**config.mk**
```make
export PLATFORM = sky130hd
export DESIGN_NAME = intx_irq_ctrl
export DESIGN_NICKNAME = d
export VERILOG_FILES = /design/src/rtl/intx_irq_pkg.sv /design/src/rtl/intx_cfg_decode.sv /design/src/rtl/intx_line_status.sv /design/src/rtl/intx_ctrl_regs.sv /design/src/rtl/intx_irq_merge.sv /design/src/rtl/intx_irq_ctrl.sv
export SDC_FILE = /design/constraint.sdc
export NUM_CORES = 1
export LEC_CHECK = 0
export ABC_AREA = 0
export CORE_UTILIZATION = 32
export CTS_CLUSTER_SIZE = 20
export DETAILED_ROUTE_END_ITERATION = 10
export PLACE_DENSITY = 0.75
export SLEW_MARGIN = 30
export SYNTH_ARGS = -nofsm -noshare
export SYNTH_HDL_FRONTEND = slang
export SYNTH_SLANG_ARGS = --single-unit
export TNS_END_PERCENT = 5
```
**constraint.sdc**
```tcl
create_clock -name clk_i -period 1.5 [get_ports clk_i]
set_clock_uncertainty 0.1 [all_clocks]
set_input_delay 0.3 -clock clk_i [delete_from_list [all_inputs] [get_ports clk_i]]
set_output_delay 0.3 -clock clk_i [all_outputs]
set_load 0.05 [all_outputs]
```
**src/rtl/intx_irq_pkg.sv**
```systemverilog
package intx_irq_pkg;
  localparam int unsigned NUM_LINES = 4;
  localparam int unsigned NUM_ERR   = 8;
  localparam int unsigned DATA_W    = 32;
  localparam int unsigned LANES     = DATA_W / 8;
  localparam int unsigned ADDR_W    = 6;
  localparam logic [ADDR_W-1:0] REG_WORD = 6'h13;

  localparam int unsigned STS_LSB   = 28;
  localparam int unsigned EN_LSB    = 22;
  localparam int unsigned PRIO_LSB  = 8;
  localparam int unsigned PRIO_W    = 7;

  localparam logic [DATA_W-1:0] RW_MASK = 32'h0FFF_7F00;
endpackage

```
**src/rtl/intx_cfg_decode.sv**
```systemverilog
module intx_cfg_decode
  import intx_irq_pkg::*;
(
  input  logic              we_i,
  input  logic [ADDR_W-1:0] addr_i,
  input  logic [LANES-1:0]  be_i,
  output logic              hit_o,
  output logic [LANES-1:0]  lane_we_o
);
  assign hit_o     = (addr_i == REG_WORD);
  assign lane_we_o = {LANES{we_i & hit_o}} & be_i;
endmodule

```
**src/rtl/intx_line_status.sv**
```systemverilog
module intx_line_status #(
  parameter int unsigned N = 4
) (
  input  logic         clk_i,
  input  logic         rst_ni,
  input  logic [N-1:0] set_i,
  input  logic [N-1:0] clr_i,
  output logic [N-1:0] sts_o
);
  for (genvar i = 0; i < N; i++) begin : g_line
    logic q;
    // clear wins; a held line re-sets on the next edge
    always_ff @(posedge clk_i or negedge rst_ni) begin
      if (!rst_ni)       q <= 1'b0;
      else if (clr_i[i]) q <= 1'b0;
      else if (set_i[i]) q <= 1'b1;
    end
    assign sts_o[i] = q;
  end
endmodule

```
**src/rtl/intx_ctrl_regs.sv**
```systemverilog
module intx_ctrl_regs
  import intx_irq_pkg::*;
(
  input  logic              clk_i,
  input  logic              rst_ni,
  input  logic [LANES-1:0]  lane_we_i,
  input  logic [DATA_W-1:0] wdata_i,
  output logic [DATA_W-1:0] rw_o
);
  for (genvar k = 0; k < LANES; k++) begin : g_lane
    logic [7:0] q;
    always_ff @(posedge clk_i or negedge rst_ni) begin
      if (!rst_ni)          q <= '0;
      else if (lane_we_i[k]) q <= wdata_i[8*k +: 8] & RW_MASK[8*k +: 8];
    end
    assign rw_o[8*k +: 8] = q;
  end
endmodule

```
**src/rtl/intx_irq_merge.sv**
```systemverilog
module intx_irq_merge
  import intx_irq_pkg::*;
(
  input  logic                 clk_i,
  input  logic                 rst_ni,
  input  logic [NUM_LINES-1:0] sts_i,
  input  logic [NUM_LINES-1:0] intx_en_i,
  input  logic [NUM_ERR-1:0]   err_i,
  input  logic [NUM_ERR-1:0]   err_en_i,
  output logic                 irq_o
);
  logic [NUM_ERR-1:0] err_q;
  always_ff @(posedge clk_i or negedge rst_ni) begin
    if (!rst_ni) err_q <= '0;
    else         err_q <= err_i;
  end
  assign irq_o = (|(sts_i & intx_en_i)) | (|(err_q & err_en_i));
endmodule

```
**src/rtl/intx_irq_ctrl.sv**
```systemverilog
module intx_irq_ctrl
  import intx_irq_pkg::*;
(
  input  logic              clk_i,
  input  logic              rst_ni,
  input  logic              cfg_we_i,
  input  logic [5:0]        cfg_addr_i,
  input  logic [3:0]        cfg_be_i,
  input  logic [31:0]       cfg_wdata_i,
  output logic [31:0]       cfg_rdata_o,
  input  logic [3:0]        intx_i,
  input  logic [7:0]        err_i,
  output logic              irq_o
);
  logic                 hit;
  logic [LANES-1:0]     lane_we;
  logic [DATA_W-1:0]    rw_q;
  logic [NUM_LINES-1:0] sts_q;
  logic [NUM_LINES-1:0] clr;
  logic [NUM_LINES-1:0] intx_en;
  logic [NUM_ERR-1:0]   err_en;

  intx_cfg_decode u_dec (
    .we_i(cfg_we_i), .addr_i(cfg_addr_i), .be_i(cfg_be_i),
    .hit_o(hit), .lane_we_o(lane_we)
  );

  intx_ctrl_regs u_regs (
    .clk_i(clk_i), .rst_ni(rst_ni), .lane_we_i(lane_we),
    .wdata_i(cfg_wdata_i), .rw_o(rw_q)
  );

  assign clr = lane_we[LANES-1] ? cfg_wdata_i[STS_LSB +: NUM_LINES] : '0;

  intx_line_status #(.N(NUM_LINES)) u_sts (
    .clk_i(clk_i), .rst_ni(rst_ni), .set_i(intx_i), .clr_i(clr), .sts_o(sts_q)
  );

  assign intx_en = rw_q[EN_LSB +: NUM_LINES];
  assign err_en  = {rw_q[27], rw_q[26], rw_q[21:16]};

  intx_irq_merge u_merge (
    .clk_i(clk_i), .rst_ni(rst_ni), .sts_i(sts_q), .intx_en_i(intx_en),
    .err_i(err_i), .err_en_i(err_en), .irq_o(irq_o)
  );

  assign cfg_rdata_o = hit ? ({sts_q, {STS_LSB{1'b0}}} | rw_q) : '0;
endmodule

```
* Yosys cells after proc, flatten, opt, wreduce, memory -nomap -nowiden *
Index checks and enable logic that the tools add are counted.

word-level totals
  bits in registers = 31
  latch bits = 0
  bits in writable memories = 0
  memory bits (read-only) = 0
  output and inout port bits = 33
  memories kept = 0

operators by class
  add/subtract/negate cells = 0
  multipliers = 0
  divide/modulo/power cells = 0
  $lt $le $gt $ge = 0
  eq/ne operators = 1
  shift-type cells = 0
  muxes and demuxes = 10
  bitwise gates (word level) = 6
  reduce and logical (&&, ||, !) cells = 6

operator list
  cell                                                                    count
  32-bit two-way mux                                                      1
  32-bit by 28-bit OR with 32-bit output                                  1
  4-bit AND                                                               2
  8-bit AND                                                               1
  1-bit two-way mux                                                       8
  2-bit nonzero test                                                      4
  8-bit OR reduction                                                      1
  6-bit by 5-bit equality test with 1-bit output (second input constant)  1
  4-bit two-way mux                                                       1
  4-bit OR reduction                                                      1
  1-bit AND                                                               1
  1-bit OR                                                                1

* Depth between registers and ports, before layout *
  depth after elaboration = 5
  depth in mapped cells = 4
  gate-level depth less buffers = 3

* Cells and area by module *
A second synthesis with hierarchy kept.

second synthesis, totals
  cells, all modules = 130
  area total of the unflattened synthesis = 1640.3 µm²

modules (own cells, without submodules)
  module            instances  cells each  area each (µm²)  sequential area each (µm²)
  intx_ctrl_regs    1          54          869.6            475.5
  intx_irq_merge    1          15          276.5            200.2
  intx_irq_ctrl     1          39          255.2            0.0
  intx_line_status  1          12          170.2            100.1
  intx_cfg_decode   1          10          68.8             0.0

* Least setup slack after synthesis *
Ideal clock, no wire load.

  kind = input-to-output
  start point = input cfg_addr_i[2]
  end point = output cfg_rdata_o[10]
  data arrival time = 1.439 ns
  data required time = 1.100 ns
  setup slack = -0.339 ns
  stages = 4
  buffers on the path = 1
  cells stage by stage = nand4bb_4 > nor3b_4 > clkbuf_2 > and2_1

between the ends
  longest elaborated chain between the ends = 2

ends and longest elaborated chain
  item                                            line                   RTL
  start, declared                                 intx_irq_ctrl.sv:7     input logic [5:0] cfg_addr_i,
  6-bit by 5-bit equality test with 1-bit output  intx_cfg_decode.sv:10  assign hit_o = (addr_i == REG_WORD);
  32-bit two-way mux                              intx_irq_ctrl.sv:47    assign cfg_rdata_o = hit ? ({sts_q, {STS_LSB{1'b0}}} | rw_q) : '0;
  end, declared                                   intx_irq_ctrl.sv:10    output logic [31:0] cfg_rdata_o,

No other way between the ends.

* Final worst setup path *
  start point = register u_regs.g_lane[2].q[0]
  end point = output irq_o

between the ends
  longest elaborated chain between the ends = 3

ends and longest elaborated chain
  item                    line                  RTL
  start, declared         intx_ctrl_regs.sv:11  logic [7:0] q;
  start signal, assigned  intx_ctrl_regs.sv:14  else if (lane_we_i[k]) q <= wdata_i[8*k +: 8] & RW_MASK[8*k +: 8];
  8-bit AND               intx_irq_merge.sv:17  assign irq_o = (|(sts_i & intx_en_i)) | (|(err_q & err_en_i));
  8-bit OR reduction      intx_irq_merge.sv:17
  1-bit OR                intx_irq_merge.sv:17
  end, declared           intx_irq_ctrl.sv:13   output logic irq_o

No other way between the ends.

==> impl_metrics.json <==
{
  "slowest_delay_ps": 390,
  "ys.flop_type": "dfrtp_1",
  "start_util": 0.341,
  "worstSetupPathType": "reg2out",
  "netlist.area_leader.share": 0.553,
  "cts.path.max_buffers": 2,
  "grt_max_degree": 32,
  "drc": 0,
  "drv_slew": 0,
  "ys_warn_count": 0,
  "multiInputGateArea_sq_um": 657,
  "ys_ff_latch": 31,
  "nFillCells": 323,
  "nets": 260,
  "clock_latency_ps": 280,
  "num_rows": 23,
  "antenna_found_initial": 0,
  "grt_pass1_vias": 1327,
  "p_leak_nw": 1.22,
  "die_w_microns": 68.2,
  "gp_congestion": 0.792,
  "hold_viol": 0,
  "detailed_place_hpwl_mm": 2.94,
  "grt_overflow": 0,
  "async_flop_share": 1.00,
  "required_ps": 1100,
  "wl_per_cell_microns": 15.2,
  "io_pins": 90,
  "drive_above_1_share": 0.525,
  "crit_family": "compound AO/OA/AOI/OAI gates",
  "avgSynthCellArea_sq_um": 13.0,
  "worstPathCellList": "a22o_1, a221oi_2, nand3_1, buf_6",
  "rsz0062_at_grt": "true",
  "hold-worst-slack_ps": 274,
  "cts_tree": "yes",
  "syn2layout_area_growth_pct": 95.3,
  "dr.pass1.iters": 4,
  "drv_cap": 0,
  "core_sq_um": 4120,
  "setup-violations-final": 24,
  "max_freq_ghz": 0.540,
  "min_path_type": "in2async",
  "critPathLaunchType": "flop",
  "htreeDepth": 2,
  "port_buffers": 70,
  "register_area_sq_um": 776,
  "drtIter0Drc": 12,
  "period_share": 1.24,
  "critical_path.max_fanout": 2,
  "synthCells": 108,
  "cts_sinks": 31,
  "syn_area_sq_um": 1400,
  "synth_top_area_cell": "dfrtp_1",
  "finalPower_mw": 2.17,
  "period_needed_ps": 1850,
  "path_buf_inv": 1,
  "synth_seq_area_share": 0.553,
  "fp.dieH_microns": 68.2,
  "grt_use_total": 0.197,
  "finalWorstSetupSlack_ps": -353,
  "vias": 1172,
  "clockRootBuffer": "clkbuf_8",
  "grt_pass1_wl_mm": 6.29,
  "cts_buffers": 5,
  "power_density_nw_per_um2": 793,
  "violations": "setup timing",
  "synth_edf_count": 0,
  "ir_worst_vdd_mv": 0.470,
  "wirelength_mm": 3.86,
  "path_clk_slew_ps": 70,
  "yosysMostFrequentCell": "dfrtp_1",
  "run_status": "finished, violations left",
  "n_antenna_cell": 0,
  "ys_top_cells_by_area": "dfrtp_1 (55%), mux2_2 (15%), and2_1 (10%)",
  "dieArea_sq_um": 4660,
  "vias_per_cell": 4.61,
  "crit_path_top_delay_cell": "dfrtp_1",
  "finalSetupTns_ps": -6670,
  "synth_cell_types": 16,
  "synth_common_cells": "dfrtp_1 (31), and2_1 (23), mux2_2 (19), buf_4 (9)",
  "antenna_left": 0,
  "arrival_ps": 1450,
  "worst_setup_path_end_kind": "output port"
}
## metrics by stage
step | std cells | setup WS, ps | utilization | area [sq um]
floorplan | 116 | -147 | - | 1510
global placement | 243 | -586 | 0.622 | 2560
detailed placement | 243 | -625 | 0.622 | 2560
CTS | 254 | -331 | 0.668 | 2750
global route | 254 | -394 | 0.666 | 2740
finish | 254 | -353 | 0.666 | 2740
## layer usage
metal  global-route usage  part of all wire  vias up
met2                0.353              0.56       56
li1                     -                 -      544
met3               0.0583             0.065        9
met1                0.205              0.36      563
met4                0.104             0.024        0
met5                    0                 0        -
## power breakdown
part | switching (mW) | internal, mW | total [mW]
sequential | 0.0333 | 0.889 | 0.923
clock | 0.319 | 0.537 | 0.856
combinational | 0.178 | 0.217 | 0.396
total | 0.531 | 1.64 | 2.17
## final timing paths
kind	startpoint	to	slack, ps	cells past startpoint
min in group clk_i	err_i[5]	u_merge.err_q[5]$_DFF_PN0_	340	1
worst min register to register	u_regs.g_lane[1].q[4]$_DFFE_PN0P_	u_regs.g_lane[1].q[4]$_DFFE_PN0P_	410	1
worst min-delay path	rst_ni	u_regs.g_lane[2].q[0]$_DFFE_PN0P_	270	2
worst max register to register	u_regs.g_lane[2].q[7]$_DFFE_PN0P_	u_regs.g_lane[2].q[7]$_DFFE_PN0P_	500	2
max in group asynchronous	rst_ni	u_merge.err_q[6]$_DFF_PN0_	860	2
worst max-delay path	u_regs.g_lane[2].q[0]$_DFFE_PN0P_	irq_o	-350	4
## area by class of cell
type                       instances  share of cell area
clock buffer                       6              0.0301
clock inverter                     2              0.0128
multi-input combinational         74               0.240
sequential                        31               0.283
tap                               50              0.0228
timing repair buffer              91               0.412
## registers in the layout, summed over array words and instances, names as in the netlist
signal / cells
u_merge.err_q: 8
u_regs.g_lane.q: 19
u_sts.g_line.q: 4
## placed cells by master (no fill, tap or decap)
master,n
clkdlybuf4s50_1,39
dfrtp_1,31
buf_12,25
and2_4,23
mux2_2,19
buf_4,15
conb_1,9
clkbuf_8,6
buf_6,5
nor2_1,4
a21oi_1,4
a22o_1,3
a221oi_2,3
nand4b_1,3
buf_2,3
dlygate4sd2_1,3
nor2_2,2
nand4bb_4,1
nor3b_4,1
nand3_1,1
nor2_4,1
clkinv_2,1
bufinv_16,1
buf_16,1
## logic make-up after synthesis
group,share of synthesized area
mux,0.152
buf+inv,0.0553
simple gates,0.185
other cells,0.00267
compound gates,0.0517
flops,0.553
## repair_timing
action / 4_1_cts / 5_1_grt
pin swaps: 8 / 6
setup buffers: 2 / 0
gates cloned: 1 / 0
endpoints found under the setup margin: 43 / 36
hold buffers: 0 / 0
gates resized for setup: 28 / 1
Note: power is estimated with default switching activity, not from simulation.
